**src/rtl/ldev_cfg_pkg.sv**
```systemverilog
package ldev_cfg_pkg;

    localparam logic [7:0] IDX_ENABLE   = 8'h30;
    localparam logic [7:0] IDX_PROBE    = 8'h31;
    localparam logic [7:0] IDX_MEM_BASE = 8'h40;
    localparam logic [7:0] IDX_IO_BASE  = 8'h60;
    localparam logic [7:0] IDX_IRQ_BASE = 8'h70;
    localparam logic [7:0] IDX_DMA_BASE = 8'h74;

    localparam int MEM_STRIDE = 8;
    localparam int IO_STRIDE  = 2;
    localparam int IRQ_STRIDE = 2;

    localparam logic [2:0] DMA_NONE  = 3'd4;
    localparam logic [7:0] PAT_ONE   = 8'h55;
    localparam logic [7:0] PAT_ZERO  = 8'hAA;

    typedef struct packed {
        logic [7:0] base_hi;
        logic [7:0] base_lo;
        logic       wide16;
        logic [7:0] lim_hi;
        logic [7:0] lim_lo;
    } mem_desc_t;

    typedef struct packed {
        logic [3:0] level;
        logic       pol_high;
        logic       trig_level;
    } irq_entry_t;

endpackage

```
**src/rtl/ldev_io_match.sv**
```systemverilog
module ldev_io_match #(
    parameter int NUM_IO  = 8,
    parameter int IO_SPAN = 8,
    parameter int AW      = 16
) (
    input  logic [AW-1:0]              addr,
    input  logic [NUM_IO-1:0][AW-1:0]  bases,
    output logic                       hit
);
    localparam logic [AW:0] SPAN_W = (AW+1)'(IO_SPAN);

    logic [NUM_IO-1:0] win_hit;

    for (genvar g = 0; g < NUM_IO; g++) begin : g_win
        logic [AW:0] lo_e;
        logic [AW:0] hi_e;
        assign lo_e = {1'b0, bases[g]};
        assign hi_e = lo_e + SPAN_W;
        assign win_hit[g] = (bases[g] != '0) &&
                            ({1'b0, addr} >= lo_e) &&
                            ({1'b0, addr} <  hi_e);
    end

    assign hit = |win_hit;

endmodule

```
**src/rtl/ldev_cfg_store.sv**
```systemverilog
module ldev_cfg_store
    import ldev_cfg_pkg::*;
#(
    parameter int NUM_IO        = 8,
    parameter int NUM_MEM       = 4,
    parameter int NUM_IRQ       = 2,
    parameter int NUM_DMA       = 2,
    parameter bit MEM_LIMIT_BIT = 1'b0
) (
    input  logic                       clk,
    input  logic                       rst_n,
    input  logic [7:0]                 idx,
    input  logic [7:0]                 wdata,
    input  logic                       wr,
    output logic [7:0]                 rd_val,
    output logic                       enabled,
    output logic                       probe_on,
    output logic                       probe_sel,
    output logic [NUM_IO-1:0][15:0]    io_bases
);
    typedef struct packed {
        logic                              en;
        logic                              probe_on;
        logic                              probe_sel;
        logic [NUM_IO-1:0][15:0]           io_base;
        mem_desc_t [NUM_MEM-1:0]           mem;
        irq_entry_t [NUM_IRQ-1:0]          irq;
        logic [NUM_DMA-1:0][2:0]           dma;
    } cfg_t;

    function automatic cfg_t reset_image();
        cfg_t v;
        v = '0;
        for (int j = 0; j < NUM_DMA; j++) v.dma[j] = DMA_NONE;
        return v;
    endfunction

    localparam cfg_t CFG_RST = reset_image();

    cfg_t cfg_d, cfg_q;
    logic mapped;

    always_comb begin
        cfg_d  = cfg_q;
        rd_val = '0;
        mapped = 1'b0;

        if (idx == IDX_ENABLE) begin
            mapped = 1'b1;
            rd_val = {7'b0, cfg_q.en};
            if (wr) cfg_d.en = wdata[0];
        end
        if (idx == IDX_PROBE) begin
            mapped = 1'b1;
            rd_val = {6'b0, cfg_q.probe_on, cfg_q.probe_sel};
            if (wr) begin
                cfg_d.probe_on  = wdata[1];
                cfg_d.probe_sel = wdata[0];
            end
        end

        for (int m = 0; m < NUM_MEM; m++) begin
            logic [7:0] mb;
            mb = 8'(IDX_MEM_BASE + 8'(m * MEM_STRIDE));
            if (idx == mb) begin
                mapped = 1'b1;
                rd_val = cfg_q.mem[m].base_hi;
                if (wr) cfg_d.mem[m].base_hi = wdata;
            end
            if (idx == 8'(mb + 8'd1)) begin
                mapped = 1'b1;
                rd_val = cfg_q.mem[m].base_lo;
                if (wr) cfg_d.mem[m].base_lo = wdata;
            end
            if (idx == 8'(mb + 8'd2)) begin
                mapped = 1'b1;
                rd_val = {6'b0, cfg_q.mem[m].wide16, MEM_LIMIT_BIT};
                if (wr) cfg_d.mem[m].wide16 = wdata[1];
            end
            if (idx == 8'(mb + 8'd3)) begin
                mapped = 1'b1;
                rd_val = cfg_q.mem[m].lim_hi;
                if (wr) cfg_d.mem[m].lim_hi = wdata;
            end
            if (idx == 8'(mb + 8'd4)) begin
                mapped = 1'b1;
                rd_val = cfg_q.mem[m].lim_lo;
                if (wr) cfg_d.mem[m].lim_lo = wdata;
            end
        end

        for (int i = 0; i < NUM_IO; i++) begin
            logic [7:0] ib;
            ib = 8'(IDX_IO_BASE + 8'(i * IO_STRIDE));
            if (idx == ib) begin
                mapped = 1'b1;
                rd_val = cfg_q.io_base[i][15:8];
                if (wr) cfg_d.io_base[i][15:8] = wdata;
            end
            if (idx == 8'(ib + 8'd1)) begin
                mapped = 1'b1;
                rd_val = cfg_q.io_base[i][7:0];
                if (wr) cfg_d.io_base[i][7:0] = wdata;
            end
        end

        for (int k = 0; k < NUM_IRQ; k++) begin
            logic [7:0] qb;
            qb = 8'(IDX_IRQ_BASE + 8'(k * IRQ_STRIDE));
            if (idx == qb) begin
                mapped = 1'b1;
                rd_val = {4'b0, cfg_q.irq[k].level};
                if (wr) cfg_d.irq[k].level = wdata[3:0];
            end
            if (idx == 8'(qb + 8'd1)) begin
                mapped = 1'b1;
                rd_val = {6'b0, cfg_q.irq[k].pol_high, cfg_q.irq[k].trig_level};
                if (wr) begin
                    cfg_d.irq[k].pol_high   = wdata[1];
                    cfg_d.irq[k].trig_level = wdata[0];
                end
            end
        end

        for (int j = 0; j < NUM_DMA; j++) begin
            if (idx == 8'(IDX_DMA_BASE + 8'(j))) begin
                mapped = 1'b1;
                rd_val = {5'b0, cfg_q.dma[j]};
                if (wr) cfg_d.dma[j] = wdata[2:0];
            end
        end
    end

    always_ff @(posedge clk or negedge rst_n) begin
        if (!rst_n) cfg_q <= CFG_RST;
        else        cfg_q <= cfg_d;
    end

    assign enabled   = cfg_q.en;
    assign probe_on  = cfg_q.probe_on;
    assign probe_sel = cfg_q.probe_sel;
    assign io_bases  = cfg_q.io_base;

    // a write to an index with no register leaves the whole image unchanged
    a_r8_unmapped_write: assert property (@(posedge clk) disable iff (!rst_n)
        (wr && !mapped) |=> (cfg_q == $past(cfg_q)));

    // a DMA select never reads back with bits [7:3] set
    a_r7_dma_upper_zero: assert property (@(posedge clk) disable iff (!rst_n)
        (mapped && idx >= IDX_DMA_BASE && idx < 8'(IDX_DMA_BASE + 8'(NUM_DMA)))
        |-> (rd_val[7:3] == 5'b0));

endmodule

```
**src/rtl/ldev_cfg_regs.sv**
```systemverilog
module ldev_cfg_regs
    import ldev_cfg_pkg::*;
#(
    parameter int NUM_IO        = 8,
    parameter int NUM_MEM       = 4,
    parameter int NUM_IRQ       = 2,
    parameter int NUM_DMA       = 2,
    parameter int IO_SPAN       = 8,
    parameter bit MEM_LIMIT_BIT = 1'b0
) (
    input  logic        clk,
    input  logic        rst_n,
    input  logic [7:0]  reg_idx,
    input  logic [7:0]  reg_wdata,
    input  logic        reg_wr,
    input  logic        reg_rd,
    output logic [7:0]  reg_rdata,
    input  logic [15:0] io_addr,
    input  logic        io_rd,
    output logic [7:0]  io_rdata,
    output logic        io_drive
);
    localparam int AW = 16;

    typedef struct packed {
        logic [7:0] rdata;
        logic       drive;
        logic [7:0] bus;
    } resp_t;

    logic [7:0]                 rd_val;
    logic                       enabled, probe_on, probe_sel, win_hit;
    logic [NUM_IO-1:0][AW-1:0]  io_bases;
    resp_t                      resp_d, resp_q;

    ldev_cfg_store #(
        .NUM_IO(NUM_IO), .NUM_MEM(NUM_MEM), .NUM_IRQ(NUM_IRQ),
        .NUM_DMA(NUM_DMA), .MEM_LIMIT_BIT(MEM_LIMIT_BIT)
    ) u_store (
        .clk(clk), .rst_n(rst_n), .idx(reg_idx), .wdata(reg_wdata),
        .wr(reg_wr), .rd_val(rd_val), .enabled(enabled),
        .probe_on(probe_on), .probe_sel(probe_sel), .io_bases(io_bases)
    );

    ldev_io_match #(.NUM_IO(NUM_IO), .IO_SPAN(IO_SPAN), .AW(AW)) u_match (
        .addr(io_addr), .bases(io_bases), .hit(win_hit)
    );

    always_comb begin
        resp_d = resp_q;
        if (reg_rd) resp_d.rdata = rd_val;
        resp_d.drive = io_rd && win_hit && probe_on && !enabled;
        resp_d.bus   = resp_d.drive ? (probe_sel ? PAT_ONE : PAT_ZERO) : 8'h00;
    end

    always_ff @(posedge clk or negedge rst_n) begin
        if (!rst_n) resp_q <= '0;
        else        resp_q <= resp_d;
    end

    assign reg_rdata = resp_q.rdata;
    assign io_drive  = resp_q.drive;
    assign io_rdata  = resp_q.bus;

    // the driven byte follows the pattern select of the previous cycle
    a_r10_pattern: assert property (@(posedge clk) disable iff (!rst_n)
        io_drive |-> (io_rdata == ($past(probe_sel) ? PAT_ONE : PAT_ZERO)));

    // an answer needs a bus read, an enabled probe and a disabled device
    a_r11_conditions: assert property (@(posedge clk) disable iff (!rst_n)
        io_drive |-> ($past(io_rd) && $past(probe_on) && !$past(enabled)));

    // no answer means a zero byte
    a_r11_quiet: assert property (@(posedge clk) disable iff (!rst_n)
        !io_drive |-> (io_rdata == 8'h00));

    // read data holds without a read strobe
    a_r9_hold: assert property (@(posedge clk) disable iff (!rst_n)
        !$past(reg_rd) |-> $stable(reg_rdata));

endmodule

```
**config.mk**
```make
export PLATFORM = sky130hd
export DESIGN_NAME = ldev_cfg_regs
export DESIGN_NICKNAME = d
export VERILOG_FILES = /design/src/rtl/ldev_cfg_pkg.sv /design/src/rtl/ldev_io_match.sv /design/src/rtl/ldev_cfg_store.sv /design/src/rtl/ldev_cfg_regs.sv
export SDC_FILE = /design/constraint.sdc
export NUM_CORES = 1
export LEC_CHECK = 0
export BUFFER_PORTS_ARGS = -buffer_cell sky130_fd_sc_hd__buf_2
export CORE_ASPECT_RATIO = 0.6
export CORE_MARGIN = 2
export CORE_UTILIZATION = 58
export DETAILED_ROUTE_END_ITERATION = 10
export PLACE_DENSITY = 0.8
export SLEW_MARGIN = 20
export SYNTH_ARGS = -nofsm -noshare
export SYNTH_HDL_FRONTEND = slang
export SYNTH_SLANG_ARGS = --single-unit
```
**constraint.sdc**
```tcl
create_clock -name clk -period 2.8 [get_ports clk]
set_input_delay 0.7 -clock clk [delete_from_list [all_inputs] [get_ports clk]]
set_output_delay 0.7 -clock clk [all_outputs]
set_load 0.005 [all_outputs]
```
* After elaboration in Yosys (flattened, before gate mapping)
Index checks and enable logic that the tools add are counted.
Storage, ports and cells: bits in registers 298, output and inout port bits 17, logic and storage cells 237
Operators by class: add/subtract/negate cells 8, muxes and demuxes 46, $lt $le $gt $ge 16, reduce and logical (&&, ||, !) cells 73, equality and inequality tests 44
Operator list (count):
- $mux 8 | 45
- $eq 8x7->1 const B | 42
- $add 16x4->17 const B | 8
- $lt 16x17->1 | 8
- $ge 16x16->1 | 8
- $reduce_bool 16->1 | 8
- $reduce_and 2->1 | 44
- $logic_and 1x1->1 | 19
- $eq 8x6->1 const B | 2
- $reduce_or 8->1 | 1
- $logic_not 1->1 | 1
- $mux 1 | 1

* Depth between registers and ports, before layout
Gate-level depths: netlist (run 1).
depth in word-level cells 45, gate-level depth with buffers 15, mapped depth without buffers 14

* Cells and area by module
Synthesis (run 1) repeated with hierarchy kept, for this count alone.
Unflattened totals: cells, all modules 2341, area total of the unflattened synthesis 22902.0 sq um
By module, submodules not included:
- ldev_cfg_store | times used 1, area each 14988.1 sq um, cells each 1310, seq. area each 7034.2 sq um
- ldev_io_match | times used 1, area each 7438.4 sq um, cells each 1002, seq. area each 0.0 sq um
- ldev_cfg_regs | times used 1, area each 475.5 sq um, cells each 29, seq. area each 275.3 sq um

* Worst setup path before layout (run 1)
No wires, ideal clock.
path kind reg2reg, from register u_store.cfg_q (netlist bit u_store.io_bases[101]), to register resp_q (netlist bit io_rdata[6]), setup time 0.105 ns, arrival 2.949 ns, setup slack -0.254 ns, clock period less this slack 3.054 ns, stages on the path, launching flop included 15, required time 2.695 ns, cell sequence dfrtp_1 clkbuf_1 and4_1 and3_1 and3_1 nand2_1 xnor2_1 ha_1 a21o_1 a211o_1 a2111oi_0 a311oi_1 o22ai_1 nor4_2 nor4b_1
Between the ends: cells in the longest elaborated chain, start to end 8, elaborated cells on any way between the ends 11, classes of those cells add/sub (1); order compare (2); mux (1); reduce/logical (7)
RTL lines:
- start: declaration | RTL line ldev_cfg_store.sv:40 | cfg_t cfg_d, cfg_q;
- start signal: assignment | RTL line ldev_cfg_store.sv:136 | else cfg_q <= cfg_d;
- $add 16x4->17, or another cell as far along | RTL line ldev_io_match.sv:18 | assign hi_e = lo_e + SPAN_W;
- $lt 16x17->1 or $logic_and 1x1->1 (tied branches) | RTL line ldev_io_match.sv:21, ldev_io_match.sv:19
- $logic_and 1x1->1 * | RTL line ldev_io_match.sv:20 | ({1'b0, addr} >= lo_e) &&
- $reduce_or 8->1 * | RTL line ldev_io_match.sv:24 | assign hit = |win_hit;
- $logic_and 1x1->1 * (3 in series) | RTL line ldev_cfg_regs.sv:52 | resp_d.drive = io_rd && win_hit && probe_on && !enabled;
- $mux 8 * | RTL line ldev_cfg_regs.sv:53 | resp_d.bus = resp_d.drive ? (probe_sel ? PAT_ONE : PAT_ZERO) : 8'h00;
- end signal: assignment | RTL line ldev_cfg_regs.sv:58 | else resp_q <= resp_d;
- end: declaration | RTL line ldev_cfg_regs.sv:34 | resp_t resp_d, resp_q;
Mark *: on every way between the ends. The rest lies on a longest branch, timed or not. A chain may end at the register's enable or synchronous reset.

* Final worst setup path (run 1)
from register u_store.cfg_q (netlist bit u_store.io_bases[104]), to register resp_q (netlist bit io_rdata[6])
Same word-level chain as after synthesis.

==> flow_summary.ini, run 1 <==
[clock_tree]
clk_root_buffer_cell = clkbuf_16
source_to_sink_clock_delay_at_the_later_pin_of_the_worst_skew_pair_ns = 0.59
ctsLongestPathBuffers = 3
clock_transition_time_at_the_flip_flop_clock_pins_of_the_worst_setup_and_hold_paths_ns = 0.07
cts_buffers = 29
clock-sinks = 292
cts_tree = built
h-tree-depth = 1

[yosys]
yosysTopAreaCell = dfrtp_1
synth_top_flop_cell = dfrtp_1
synth_top_cell_area_share = 0.3400
syn_nets = 2425
yosysWarnings = 0
mappedNetlistArea_um2 = 21340
synth.cells.most_frequent = 290 x dfrtp_1, 270 x mux2_2, 240 x ha_1
avgSynthCellArea_um2 = 9.936
synthesis.instances = 2148
yosys_register_bits = 292
share_of_the_yosys_chip_area_belonging_to_registers = 0.3425
yosys-top-cells-area = dfrtp_1 34%, mux2_2 14%, ha_1 14%
synth-edff-count = 0
count_of_different_cell_masters_after_synthesis = 91
synth_async_sr_flop_share = 1.000
yosysMostFrequentCell = dfrtp_1

[sta]
finalCritPeriodShare = 1.193
finalHoldViolations = 0
fin_ws_ns = -0.5392
report.final.setup_viol = 3
clock.fmax_mhz = 299.5
finalMaxSlewViolations = 0
transition_at_the_pin_with_the_smallest_max_transition_slack_ns = 0.9055
finalClockSkew_ns = 0.01282
rsz_0062_raised_after_global_routing = yes
period_needed_ns = 3.339
max-slew-margin-rel = 0.3808

[setup_path]
worstPathArrival_ns = 3.79
critPathMaxStageDelay_ns = 0.46
crit_path_end_kind = flip-flop
critical_path_buf_inv_count = 1
path_max_fanout = 3
start_kind = flip-flop
rr_worst_depth = 14
path_delay_family = simple AND/OR/NAND/NOR gates
crit_path_top_delay_cell = a311oi_4
timing.setup.critical_path_class = reg -> reg
critPathRequiredTime_ns = 3.25
cp_num_cells = 14
timing.critical_path.cells = and4_4 -> and3_4 -> and3_4 -> nand3_1 -> xnor2_1 -> ha_1 -> nand3_1 -> a21oi_1 -> o22ai_2 -> a311oi_4 -> o22ai_2 -> nor4_4 -> buf_6 -> nor4b_4

[final_layout]
fin_cells = 3134
layout.nets = 2912
register_area_um2 = 7311
final.fill_count = 2525
finish.instance_area_um2 = 27070
relative_area_change_from_synthesis_to_final_layout_pct = 26.86
multi_input_comb_area_um2 = 13340
drive_gt1_frac = 0.3549

[pwr]
leakage_power_figure_nw = 12.68
power-per-cell-area_nw_per_um2 = 426.3
power.ir.vdd_worst_uv = 596.6
p_total_w = 0.01154

[grt]
number_of_antenna_violations_at_the_first_check_in_global_routing = 1
first_global_vias = 20640
grt_max_degree = 84
grt.total_usage = 0.4492
globalRoute.totalOverflow = 0
first_pass_grt_wire_length_um = 129500

[floorplan]
die_h_um = 152.6
rows = 54
floorplan.initialDensity = 0.5882
fp.dieW_um = 251.6
floorplan.io_pins = 54
area_of_the_core_um2 = 36280
die_area_um2 = 38400

[status]
violated_checks = negative setup slack
status = finished, violations left

[detailed_routing]
detail-route-antenna-nets = 0
postRouteWirelength_um = 86720
drt_iter0_markers = 2983
first_pass_iters = 7
num_vias = 20860
detail_route.drc_violations = 0
route.detailed.wl_per_inst_um = 27.67
routed_via_density = 6.657

[hold_path]
hold_depth = 2
worstHoldPathType = in -> reg

[placed_design]
place.detailed.instances = 3075
place.gp.congestion = 1.033
dpl-instance-area_um2 = 25760
dp.final_hpwl_um = 65870
port_buffers = 53

[job]
max_cap_viol_count = 0
## layout make-up
type                    instances  share of cell area
diodes                          1          0.00009243
flip-flops and latches        292              0.2700
multi-input cells            1611              0.4928
clock inverters                12            0.006516
well taps                     476             0.02200
inverters                     144             0.01996
clock buffers                  41             0.02921
repair buffers                557              0.1594
## worst reg2reg max path: cells and delay by family, from the launching register on
family | cells | cell delay [ns]
compound gates | 4 | 0.98
xor+xnor | 1 | 0.14
fa+ha+maj | 1 | 0.29
buf+inv | 1 | 0.18
flops | 1 | 0.37
simple gates | 7 | 1.24
## per-layer routing
| metal | part of all wire | track usage |
|---|---|---|
| met4 | 0.029 | 0.1083 |
| met5 | 0 | 0 |
| met2 | 0.39 | 0.6108 |
| met1 | 0.42 | 0.6575 |
| met3 | 0.16 | 0.1848 |
## where the power goes
group          switching [W]  leakage, nW  internal [W]
registers           0.000180         3.95       0.00443
clock network        0.00182        0.465       0.00234
logic                0.00158         8.26       0.00119
## state kept, by name (all words and copies together), names as in the netlist
register	cells
u_store.cfg_q	150
u_store.io_bases	128
reg_rdata	8
io_rdata	2
io_drive	1
u_store.enabled	1
u_store.probe_on	1
u_store.probe_sel	1
## layout by cell type, fill, tap and decap left out, types with 6 or more instances in the layout
cell       count
a2111oi_0     11
a211o_1        7
a211oi_1      22
a21o_1        27
a21oi_1       93
a221oi_1       9
a222oi_1      12
a22o_1         6
a22oi_1       34
a31oi_1        7
and2_1         6
and3_1         7
and4_1         8
buf_12        20
buf_2         52
buf_4        482
clkbuf_1      10
clkbuf_16     29
dfrtp_1      289
ha_1         238
inv_1        143
mux2_2       270
mux2i_1       12
nand2_1      153
nand2b_1      17
nand3_1       60
nand4_1       29
nor2_1        65
nor2b_1       19
nor3_1        30
nor3b_1        7
nor4_1        44
o2111ai_1     12
o211ai_1      18
o21a_1        18
o21ai_0      110
o221ai_1       8
o22ai_1       23
o31ai_1        7
xnor2_1       85
## worst paths after layout
check	start	endpoint	slack (ns)
min in group asynchronous	rst_n	u_store.cfg_q[114]	0.57
setup reg to reg	u_store.io_bases[104]	io_rdata[6]	-0.54
max in group asynchronous	rst_n	u_store.cfg_q[2]	1.45
setup / recovery	u_store.io_bases[104]	io_rdata[6]	-0.54
hold / removal	reg_rd	reg_rdata[3]	0.46
hold reg to reg	reg_rdata[5]	reg_rdata[5]	0.50
## cells by family after synthesis
group                    after synthesis  synth area share
flip-flops                           292            0.3425
AND/OR/NAND/NOR                      504            0.1251
AO/OA/AOI/OAI                        496            0.1578
buffers and inverters                245           0.04919
multiplexers                         283            0.1486
adder cells (fa/ha/maj)              240            0.1407
XOR/XNOR                              88           0.03611
## repair_timing
action                     in CTS  in global routing
hold buffers                    1                  0
hold endpoints to repair       28                  0
pin swaps                      11                 18
buffers inserted                4                  2
resized for setup              24                 31
setup endpoints to repair       3                  4
## stage by stage
stage	utilization	hold slack [ns]	TNS (ns)	setup WS (ns)
6_report	0.7462	0.4584	-1.606	-0.5392
5_1_grt	0.7461	0.4733	-1.784	-0.6036
4_1_cts	0.7412	0.4492	-1.271	-0.4293
3_5_place_dp	0.7100	0.4723	-5.579	-0.9003
3_3_place_gp	0.7100	0.4739	-4.852	-0.8813
2_1_floorplan	-	0.4044	0	0.002251
Note: power is estimated with default switching activity, not from simulation.
==> run 2, diff against run 1 <==
Settings changed: RECOVER_POWER set to 100.
==> flow_summary.ini, run 2 (synthesis results as in run 1) <==
[detailed_routing]
routed_via_density = 6.671
detail-route-antenna-nets = 0
first_pass_iters = 7
detail_route.drc_violations = 0
route.detailed.wl_per_inst_um = 27.70
drt_iter0_markers = 3107
num_vias = 20910
postRouteWirelength_um = 86800

[placed_design]
port_buffers = 53
dpl-instance-area_um2 = 25760
place.gp.congestion = 1.033
dp.final_hpwl_um = 65870

[clock_tree]
clock_transition_time_at_the_flip_flop_clock_pins_of_the_worst_setup_and_hold_paths_ns = 0.07
cts_buffers = 29
clock-sinks = 292
cts_tree = built
source_to_sink_clock_delay_at_the_later_pin_of_the_worst_skew_pair_ns = 0.59
clk_root_buffer_cell = clkbuf_16
h-tree-depth = 1
ctsLongestPathBuffers = 3

[pwr]
power.ir.vdd_worst_uv = 594.9
power-per-cell-area_nw_per_um2 = 429.3
p_total_w = 0.01151
leakage_power_figure_nw = 12.45

[sta]
clock.fmax_mhz = 298.0
finalMaxSlewViolations = 29
rsz_0062_raised_after_global_routing = yes
finalClockSkew_ns = 0.01336
period_needed_ns = 3.355
fin_ws_ns = -0.5553
transition_at_the_pin_with_the_smallest_max_transition_slack_ns = 2.038
finalHoldViolations = 0
finalCritPeriodShare = 1.198
max-slew-margin-rel = -0.3584
report.final.setup_viol = 56
fin_worst_hold_slack_ns = 0.4619

[floorplan]
floorplan.io_pins = 54
area_of_the_core_um2 = 36280
die_area_um2 = 38400
rows = 54
fp.dieW_um = 251.6
die_h_um = 152.6
floorplan.initialDensity = 0.5882

[final_layout]
final.fill_count = 2595
mostFrequentLayoutCells = 430 x buf_4, 289 x dfrtp_1, 268 x mux2_2
relative_area_change_from_synthesis_to_final_layout_pct = 25.61
drive_gt1_frac = 0.3316
largest_reg_flops = 150
multi_input_comb_area_um2 = 13310
finish.instance_area_um2 = 26810
largest-register = u_store.cfg_q
layout.nets = 2912
register_area_um2 = 7311
layout_commonest_cell = buf_4

[status]
violated_checks = max-capacitance violations, max-slew violations, negative setup slack
status = finished, violations left

[setup_path]
path_max_fanout = 3
timing.rr.start = u_store.io_bases[104]
timing.setup.critical_path_class = reg -> reg
crit_path_end_kind = flip-flop
critPathLaunch = u_store.io_bases[104]
worstPathArrival_ns = 3.81
start_kind = flip-flop
rr_worst_depth = 14
critPathRequiredTime_ns = 3.25

[grt]
first_pass_grt_wire_length_um = 129500
grt_max_degree = 84
globalRoute.totalOverflow = 0
first_global_vias = 20640
number_of_antenna_violations_at_the_first_check_in_global_routing = 1
grt.total_usage = 0.4492

[hold_path]
hold_depth = 2
worstHoldPathType = in -> reg
timing.hold.worst.start = reg_rd

[job]
max_cap_viol_count = 1
## run 2: cell count changes in the layout (fill, tap and decap cells not counted), moves of 11 or more
cell / before / now
buf_2: 52 / 38
clkbuf_2: 0 / 11
buf_4: 482 / 430
clkbuf_1: 10 / 64
## run 2: layout make-up
cell class	instances	area share
diodes	1	0.00009334
clock buffers	41	0.02950
clock inverters	12	0.006581
inverters	144	0.02016
multi-input cells	1611	0.4964
flip-flops and latches	292	0.2727
well taps	476	0.02222
repair buffers	557	0.1524
## run 2: path summary, 6_finish.rpt
check	slack (ns)	endpoint
setup / recovery	-0.56	io_rdata[6]
hold / removal	0.46	reg_rdata[3]
setup reg to reg	-0.56	io_rdata[6]
hold reg to reg	0.50	reg_rdata[5]
max in group asynchronous	0.25	u_store.cfg_q[5]
min in group asynchronous	1.23	u_store.cfg_q[114]
## run 2: worst max-delay path, stage by stage, from the launching register on
cell and delay [ns]:
dfrtp_1 0.37, and4_4 0.24, and3_4 0.18, and3_4 0.21, nand3_1 0.10, xnor2_1 0.14, ha_1 0.29, nand3_1 0.09
a21oi_1 0.21, o22ai_2 0.13, a311oi_4 0.46, o22ai_2 0.18, nor4_4 0.37, buf_6 0.18, nor4b_4 0.05
## run 2: layer usage
layer  global-route usage  part of all wire
met1               0.6575              0.41
met2               0.6108              0.39
met3               0.1848              0.17
met4               0.1083             0.031
met5                    0                 0
## run 2: per-stage QoR
stage               std cells    util  setup TNS, ns  setup slack [ns]
detailed placement       3075  0.7100         -5.579           -0.9003
global placement         3075  0.7100         -4.852           -0.8813
CTS                      3131  0.7412         -1.271           -0.4293
finish                   3134  0.7389         -7.202           -0.5553
floorplan                2148       -              0          0.002251
global route             3133  0.7388         -16.17           -0.6036
## run 2: timing repair
item | CTS | global route
hold buffers | 1 | 0
endpoints found under the hold margin | 28 | 0
setup endpoints to repair | 3 | 4
gates resized for setup | 24 | 31
buffers inserted | 4 | 2
pin swaps | 11 | 18
## run 2: where the power goes
| part | internal (W) | switching [W] | total, W |
|---|---|---|---|
| clock | 0.00234 | 0.00181 | 0.00415 |
| sequential | 0.00443 | 0.000180 | 0.00461 |
| combinational | 0.00117 | 0.00158 | 0.00275 |
==> run 3, diff against run 2 <==
Settings changed: CORE_UTILIZATION 58 to 65, PLACE_DENSITY 0.8 to 0.84, SYNTH_HIERARCHICAL set to 1.
Clock period 2.8 ns to 3.6 ns, I/O delays scaled along.
==> flow_summary.ini, run 3 <==
[grt]
grtUsageMet1 = 0.6104
grt.total_usage = 0.4408
grt_max_degree = 102
number_of_antenna_violations_at_the_first_check_in_global_routing = 1
first_global_vias = 20060
first_pass_grt_wire_length_um = 121400
globalRouteMet3Util = 0.2017
grt_util_met2 = 0.6183
global_route.peak_usage_layer = met2
globalRoute.totalOverflow = 0

[yosys]
synth-edff-count = 0
synth.cells.most_frequent = 290 x dfrtp_1, 288 x mux2_2, 248 x ha_1
yosysMostFrequentCell = dfrtp_1
share_of_the_yosys_chip_area_belonging_to_registers = 0.3192
avgSynthCellArea_um2 = 9.783
yosysTopAreaCell = dfrtp_1
mappedNetlistArea_um2 = 22900
count_of_different_cell_masters_after_synthesis = 92
synth_top_flop_cell = dfrtp_1
synthesis.instances = 2341
yosys-top-cells-area = dfrtp_1 32%, mux2_2 14%, ha_1 14%
synth_top_cell_area_share = 0.3169
yosysWarnings = 6
syn_nets = 2626
synth_async_sr_flop_share = 1.000
yosys_register_bits = 292

[status]
violated_checks = design-rule violations, max-capacitance violations, max-slew violations, negative setup slack
status = finished, violations left

[clock_tree]
clk_root_buffer_cell = clkbuf_16
clock-sinks = 292
clock_transition_time_at_the_flip_flop_clock_pins_of_the_worst_setup_and_hold_paths_ns = 0.06
ctsLongestPathBuffers = 3
cts_buffers = 26
cts_tree = built
h-tree-depth = 1
source_to_sink_clock_delay_at_the_later_pin_of_the_worst_skew_pair_ns = 0.57

[sta]
finalCritPeriodShare = 1.050
max-slew-margin-rel = -0.3177
totalNegativeSetupSlack_ns = -0.5559
fin_ws_ns = -0.1816
rsz_0062_raised_after_global_routing = yes
fin_worst_hold_slack_ns = 0.4953
report.final.setup_viol = 5
finalClockSkew_ns = 0.01975
transition_at_the_pin_with_the_smallest_max_transition_slack_ns = 1.977
finalMaxSlewViolations = 30
finalHoldViolations = 0
period_needed_ns = 3.782
clock.fmax_mhz = 264.4

[setup_path]
crit_path_end_kind = flip-flop
path_delay_family = buffers and inverters
cpMostUsedCell = buf_4
worstPathArrival_ns = 4.29
crit_path_top_delay_cell = nor4b_2
critical_path_buf_inv_count = 5
critPathRequiredTime_ns = 4.11
start_kind = input pin
path_max_fanout = 16
timing.setup.critical_path_class = in -> reg
timing.critical_path.cells = buf_2 -> buf_12 -> buf_4 -> nor4b_2 -> clkbuf_1 -> a221oi_1 -> o21ai_0 -> nor3_1 -> buf_4 -> and3_1 -> o21ai_1 -> mux2_4
critPathMaxStageDelay_ns = 0.89

[floorplan]
floorplan.io_pins = 54
die_h_um = 149.4
die_area_um2 = 36800
rows = 53
area_of_the_core_um2 = 34880
fp.dieW_um = 246.3
floorplan.initialDensity = 0.6566

[detailed_routing]
route.detailed.wl_per_inst_um = 28.44
detail_route.drc_violations = 1
detail-route-antenna-nets = 0
first_pass_iters = 11
routed_via_density = 7.143
num_vias = 20870
postRouteWirelength_um = 83110
drt_iter0_markers = 3408

[hold_path]
worstHoldPathType = reg -> reg

[placed_design]
port_buffers = 53
dp.final_hpwl_um = 61640
place.gp.congestion = 1.100

[final_layout]
largest-register = u_store/cfg_q
relative_area_change_from_synthesis_to_final_layout_pct = 10.12
multi_input_comb_area_um2 = 13690
layout.nets = 2720
drive_gt1_frac = 0.2665
final.fill_count = 2578
largest_reg_flops = 150
register_area_um2 = 7318
layout_commonest_cell = mux2_2
mostFrequentLayoutCells = 286 x mux2_2, 283 x dfrtp_1, 245 x ha_1

[pwr]
leakage_power_figure_nw = 11.52
power.ir.vdd_worst_uv = 346.8
power-per-cell-area_nw_per_um2 = 327.9

[job]
max_cap_viol_count = 1
[run 3: per-layer routing]
metal,up-vias,wire length (µm)
met3,305,13550
li1,8704,-
met5,-,164
met1,10200,33540
met2,1654,33200
met4,8,2657
[run 3: path summary, 6_finish.rpt]
check / start / end / slack, ns / cells after the start
max: reg_idx[0] / reg_rdata[2] / -0.18 / 12
min: reg_rdata[4] / reg_rdata[4] / 0.50 / 1
max reg2reg: u_store/io_bases[83] / io_rdata[4] / -0.10 / 16
min reg2reg: reg_rdata[4] / reg_rdata[4] / 0.50 / 1
max in group asynchronous: rst_n / u_store/cfg_q[65] / 0.79 / 2
min in group asynchronous: rst_n / u_store/io_bases[24] / 0.88 / 1
[run 3: cells by family (layout without fill, tap and decap cells)]
logic type      after synthesis  in the layout  share of synthesized area
buf+inv                     375            488                    0.08883
fa+ha+maj                   248            248                     0.1355
xor+xnor                     88             88                    0.03365
other cells                   0              1                          0
simple gates                556            556                     0.1319
flops                       292            292                     0.3192
compound gates              468            468                     0.1363
mux                         314            314                     0.1547
[run 3: repair_timing]
item	CTS	global route
pin swaps	0	21
resized for setup	6	48
hold buffers	0	0
setup endpoints to repair	3	3
gates cloned	0	0
buffers inserted	0	12
[run 3: layout make-up]
class,instances,area share
flip-flops and latches,292,0.2902
diodes,1,0.00009923
well taps,467,0.02317
clock inverters,7,0.002580
inverters,149,0.02218
multi-input cells,1674,0.5427
clock buffers,40,0.03111
repair buffers,292,0.08801
[run 3: through the flow]
stage                 util  power (W)  std cells  instance area (µm²)  setup slack (ns)
floorplan                -   0.004629       2341                22900            0.4873
global placement    0.6955   0.005235       2862                24260           -0.3027
detailed placement  0.6955   0.005323       2862                24260           -0.3117
CTS                 0.7206   0.008143       2909                25140           0.01422
global route        0.7229   0.008496       2921                25220           -0.1217
finish              0.7230   0.008270       2922                25220           -0.1816
[run 3: power by group]
group	internal [W]	switching, W	total (W)
clock	0.00157	0.00131	0.00288
sequential	0.00343	0.000168	0.00360
combinational	0.000720	0.00107	0.00179
total	0.00573	0.00254	0.00827
